<file path="src/rtl/stream_valid_update.sv">
module stream_valid_update #(
  parameter int DATA_W = 32
) (
  input  logic              clk,
  input  logic              rst_n,
  input  logic              exec_i,
  input  logic [1:0]        op_i,
  input  logic [2:0]        dest_i,
  input  logic [DATA_W-1:0] word_i,
  input  logic [3:0]        port_accept_i,
  input  logic              proc_ready_i,
  input  logic              peer_ready_i,
  input  logic              prev_valid_i,
  output logic              buf_we_o,
  output logic [DATA_W-1:0] buf_data_o,
  output logic              next_valid_o,
  output logic [DATA_W-1:0] buf_q_o,
  output logic              valid_q_o,
  output logic              chain_o
);
  localparam logic [1:0] OP_PLAIN = 2'd0;
  localparam logic [1:0] OP_CHAIN = 2'd1;
  localparam logic [1:0] OP_FLOW  = 2'd2;
  localparam logic [2:0] D_MEM    = 3'd6;
  localparam logic [2:0] D_OWN    = 3'd7;

  logic flow_refused;
  logic move;

  assign move       = exec_i && (op_i != 2'd3);
  assign buf_we_o   = move;
  assign buf_data_o = word_i;

  assign flow_refused = dest_i[2] ? (dest_i[0] ? !peer_ready_i : !proc_ready_i)
                                  : !port_accept_i[dest_i[1:0]];

  always_comb begin
    if (dest_i == D_MEM)      next_valid_o = 1'b0;
    else if (dest_i == D_OWN) next_valid_o = 1'b1;
    else begin
      case (op_i)
        OP_CHAIN: next_valid_o = prev_valid_i;
        OP_FLOW:  next_valid_o = flow_refused;
        default:  next_valid_o = 1'b0;
      endcase
    end
  end

  always_ff @(posedge clk) begin
    if (!rst_n) begin
      buf_q_o   <= '0;
      valid_q_o <= 1'b0;
      chain_o   <= 1'b0;
    end else if (move) begin
      buf_q_o   <= word_i;
      valid_q_o <= next_valid_o;
      chain_o   <= next_valid_o;
    end
  end

  assert_mem_always_ok_R7: assert property (@(posedge clk) disable iff (!rst_n)
    (exec_i && op_i != 2'd3 && dest_i == D_MEM) |=> !valid_q_o);

  assert_plain_clears_R2: assert property (@(posedge clk) disable iff (!rst_n)
    (exec_i && op_i == OP_PLAIN && dest_i < D_MEM) |=> !valid_q_o);

  assert_port_taken_R5: assert property (@(posedge clk) disable iff (!rst_n)
    (exec_i && op_i == OP_FLOW && !dest_i[2] && port_accept_i[dest_i[1:0]]) |=> !valid_q_o);

  assert_idle_holds_R9: assert property (@(posedge clk) disable iff (!rst_n)
    !(exec_i && op_i != 2'd3) |=> ($stable(valid_q_o) && $stable(chain_o) && $stable(buf_q_o)));

  assert_chain_tracks_R8: assert property (@(posedge clk) disable iff (!rst_n)
    (exec_i && op_i != 2'd3) |=> (chain_o == valid_q_o && buf_q_o == $past(word_i)));

  assert_own_sets_R3: assert property (@(posedge clk) disable iff (!rst_n)
    (exec_i && op_i != 2'd3 && dest_i == D_OWN) |=> valid_q_o);
endmodule

</file>
<file path="config.mk">
export PLATFORM = sky130hd
export DESIGN_NAME = stream_valid_update
export DESIGN_NICKNAME = d
export VERILOG_FILES = /design/src/rtl/stream_valid_update.sv
export SDC_FILE = /design/constraint.sdc
export NUM_CORES = 1
export LEC_CHECK = 0
export CAP_MARGIN = 20
export CORE_MARGIN = 10
export CORE_UTILIZATION = 30
export DETAILED_ROUTE_END_ITERATION = 7
export PLACE_DENSITY_LB_ADDON = 0.08
export SLEW_MARGIN = 30
export SYNTH_ARGS = -nofsm -noshare
export SYNTH_HDL_FRONTEND = slang
export SYNTH_SLANG_ARGS = --single-unit
</file>
<file path="constraint.sdc">
create_clock -name clk -period 2.9 [get_ports clk]
set_clock_uncertainty 0.2 [all_clocks]
set_input_delay 0.29 -clock clk [delete_from_list [all_inputs] [get_ports clk]]
set_output_delay 0.29 -clock clk [all_outputs]
set_load 0.02 [all_outputs]
</file>
; ---- Word-level counts from Yosys, hierarchy flattened
; Cells that the tools add are included.
[word_totals]
memories = 0
inputBits = 47
ff_bits = 33
latchBits = 0
ram_bits = 0
romBits = 0
wordCells = 19
output_inout_bits = 68
[op_classes]
n_shift = 0
eq_ne = 5
div_mod_pow = 0
add_sub_neg = 0
n_reduce_logical = 4
n_lt_le_gt_ge = 1
multipliers = 0
bitwise = 0
n_mux = 7
[ops]
columns = cell, count
row1 = $eq A3 B3 Y1 const B, 2
row2 = $mux W1, 5
row3 = $logic_not A1 Y1, 3
row4 = $lt A2 B3 Y1 const B, 1
row5 = $bmux W1 S2, 1
row6 = $eq A2 B1 Y1 const B, 1
row7 = $eq A2 B2 Y1 const B, 1
row8 = $ne A2 B2 Y1 const B, 1
row9 = $pmux W1 S2, 1
row10 = $logic_and A1 B1 Y1, 1

; ---- Depth between registers and ports, before layout
[logic_depth]
word_depth = 7
mapped_depth = 7
ltp_nobuf = 6

; ---- Least setup slack after synthesis
; Ideal clock, no wire load.
[synth_timing]
path_type = input port to output port
startpoint = in dest_i[0]
endpoint = out next_valid_o
stages = 4
required_time_ps = 2410
path_buffers = 0
setup_slack_ps = 1165
t_arrival_ps = 1245
cell_sequence = mux2_4 > a2111oi_4 > o311ai_1 > nand2_1
[synth_between]
elab_chain_cells = 7
[synth_lines]
columns = item, line_no
row1 = "start, declared", 8  ; input logic [2:0] dest_i,
row2 = $bmux W1 S2, 35  ; : !port_accept_i[dest_i[1:0]];
row3 = $mux W1 (not written as such), 35
row4 = $logic_not A1 Y1, 35
row5 = $mux W1, 34  ; assign flow_refused = dest_i[2] ? (dest_i[0] ? !peer_ready_i : !proc_ready_i)
row6 = $pmux W1 S2, 41  ; case (op_i)
row7 = $mux W1, 39  ; else if (dest_i == D_OWN) next_valid_o = 1'b1;
row8 = $mux W1 *, 38  ; if (dest_i == D_MEM) next_valid_o = 1'b0;
row9 = "end, declared", 16  ; output logic next_valid_o,
; Mark *: on every way between the ends. The rest lies on a longest branch, timed or not. The select of a mux whose other input is x is not followed.

; ---- Worst setup path in the final report
[layout_timing]
startpoint = in op_i[0]
endpoint = out next_valid_o
[layout_between]
elab_chain_cells = 4
[layout_lines]
columns = item, line_no
row1 = "start, declared", 7  ; input logic [1:0] op_i,
row2 = $eq A2 B2 Y1 / $eq A2 B1 Y1 (equally long branches), 41
row3 = $pmux W1 S2 *, 41
row4 = $mux W1 *, 39
row5 = $mux W1 *, 38
; Mark *: on every way between the ends. The rest lies on a longest branch, timed or not.

==> results.md <==
* Drt wl/cell at 13.98 um
* CP max stage delay at 0.51 ns
* Final instance area at 2689 um2
* Final WL at 4.836 mm
* Port Buffer Count at 114
* Static Leak at 0.001029 uW
* Die area at 8645 um2
* Fin. max-slew vios at 0
* Num CTS Buffers at 5
* Final #Nets at 325
* Hold Path Stages at 2
* Period utilization at 83.47%
* HPWL after detailed placement at 3.786 mm
* Pin count of the biggest net entering global routing at 35
* Hold_sp: buf_q_o[24]$_SDFFE_PN0P_
* TritonCTS clock tree: yes
* Register-to-Register Path Depth at 2
* Reg clk slew, reported paths at 0.07 ns
* # diodes at 0
* Vias in the first global route at 1561
* First-pass DRT Iterations at 4
* Fin Setup TNS at 0 ns
* Die extent in x at 92.98 um
* Final Hold Fails at 0
* Clk pwr share at 35.3%
* Global route overflow at 0
* Initial Util at 31.09%
* Via-to-Cell Ratio at 4.185
* Critical path, cell by cell: clkdlybuf4s50_1 > inv_1 > ha_1 > a2111oi_4 > o311ai_1 > nand2_1 > dlymetal6s2s_1
* DR vias at 1448
* Crit end category: output port
* Post-synthesis cell type count at 21
* Slowest cell on the critical path: clkdlybuf4s50_1
* Commonest non-fill, non-tap cell in the layout: clkdlybuf4s50_1
* Most frequent cells in the layout: 113 x clkdlybuf4s50_1, 67 x nand2_1, 33 x dfxtp_1
* Register area share after synthesis at 41.35%
* R2R Path Start: chain_o$_SDFFE_PN0P_
* Net switching fraction of the power at 25.71%
* Slew @ Worst Pin at 0.3545 ns
* Critical Path AT at 1.93 ns
* Synthesized instance count at 193
* Clock tree sinks at 33
* Max FO, Critical Path at 3
* Fin crit period at 2.421 ns
* Syn_nets at 243
* Required time worst endpoint at 2.41 ns
* Core box area at 5140 um2
* Synth Warn # at 0
* Iter 0 DRT Violations at 39
* Initial antenna violation count at 0
* RSZ-0062 raised after global routing: no
* Reg2Reg Setup Slack at 2.03 ns
* Sequential power share at 39.3%
* First-pass GRT wire length at 7.886 mm
* Comb pwr share at 25.4%
* Dpl cell area at 2570 um2
* Gp weighted congestion at 0.7383
* Clk_lat worst skew at 0.27 ns
* Internal power at 927.2 uW
* Status: finished, final reports clean
* Worst Hold Class: flip-flop to flip-flop
* Hold Slack at 0.2528 ns
* Root buffer cell: clkbuf_8
* WS Path Type: input pin to output port
* Area grow syn2layout at 68.29%
* CTS max path bufs at 2
* Hold-fix buffers, CTS at 0
* Top Ports at 115
* FF-to-FF End: chain_o$_SDFFE_PN0P_
* Max_slew headroom at 76.36%
* Crit path launch type: input pin
* Worst vdd ir at 0.2526 mV
* CTS H-Tree Depth at 2
* Row count at 26
* Tot GR Track Use at 11.23%
* FMAX at 413.1 MHz
* Die H at 92.98 um
* Total of max-cap violations at 0
* Detail Route Antenna Nets at 0
* Pwr Density at 464.2 nW/um2
* Mapped cell area at 1598 um2
* Sw Pwr at 320.9 uW
* Synth Register Bits at 33
* Setup violators final at 0
* Synth Area per Inst at 8.279 um2
* Hold endpoint: buf_q_o[24]$_SDFFE_PN0P_
* Layout cells sized above 1 at 5.072%
* DRC at 0
[critical path, delay by kind of cell]
family	cells	cell delay, ns
adder cells (fa/ha/maj)	1	0.33
buffers and inverters	3	0.79
AO/OA/AOI/OAI	2	0.42
AND/OR/NAND/NOR	1	0.09
[cells in the mapped netlist]
cell       instances  area share [%]
nand2_1           67              16
buf_4             33              16
dfxtp_1           33              41
a21boi_0          29              14
clkbuf_1           9             2.1
a21boi_1           3             1.4
ha_1               3             2.3
inv_1              3            0.70
a2111oi_4          1             1.7
a21oi_1            1            0.31
a31oi_1            1            0.39
and2_1             1            0.39
buf_2              1            0.31
clkinv_1           1            0.23
mux2_2             1            0.70
mux2_4             1            0.94
mux2i_1            1            0.63
nand2b_1           1            0.39
nor3_1             1            0.31
o21ai_0            1            0.31
o311ai_1           1            0.55
[power by group through the flow]
| stage | Combinational (uW) | Clock (uW) | Sequential [uW] |
|---|---|---|---|
| 2_1_floorplan | 131 | 0 | 533 |
| 3_3_place_gp | 323 | 0 | 500 |
| 3_5_place_dp | 323 | 0 | 501 |
| 4_1_cts | 324 | 457 | 491 |
| 5_1_grt | 343 | 474 | 494 |
| 6_report | 317 | 440 | 491 |
[timing repair]
item                       4_1_cts  5_1_grt
setup endpoints to repair        0        1
buffers inserted                 0        0
gates resized for setup          0        1
[registers in the layout (all words and copies together) (netlist names)]
signal	flops
chain_o	1
buf_q_o	32
[worst max path at each step]
stage	start	endpoint	depth (start not counted)
after floorplan	dest_i[0]	next_valid_o	4
after global placement	op_i[0]	next_valid_o	7
after detailed placement	op_i[0]	next_valid_o	7
after CTS	op_i[0]	next_valid_o	7
after global routing	op_i[0]	next_valid_o	7
final	op_i[0]	next_valid_o	7
[through the flow]
step	worst slack (ns)	std cells	total power (uW)	utilization [%]
2_1_floorplan	1.165	193	664.1	-
3_3_place_gp	0.1020	338	823.4	50.00
3_5_place_dp	0.08051	338	824.6	50.00
4_1_cts	0.07428	346	1272	52.26
5_1_grt	0.3648	346	1312	52.31
6_report	0.4793	346	1248	52.31
[cell families after synthesis]
group                      synth area share [%]
AOI/OAI and AO/OA                         18.32
adders and majority gates                 2.350
buffers and inverters                     18.87
DFF                                       41.35
muxes                                     2.271
and+or+nand+nor                           16.84
[cell type report]
type                       instances  area [um2]
clock buffer                       7       86.33
clock inverter                     1       30.03
fill                             531        2451
inverter                           4       15.01
multi-input combinational        113       635.6
sequential                        33       660.6
tap                               70       87.58
timing repair buffer             118        1174
[routing by layer]
layer	track usage, %	wire length (um)
met5	0	0
met4	3.470	43
met3	7.274	592
met2	18.98	2341
met1	11.05	1858
Note: power is estimated with default switching activity, not from simulation.
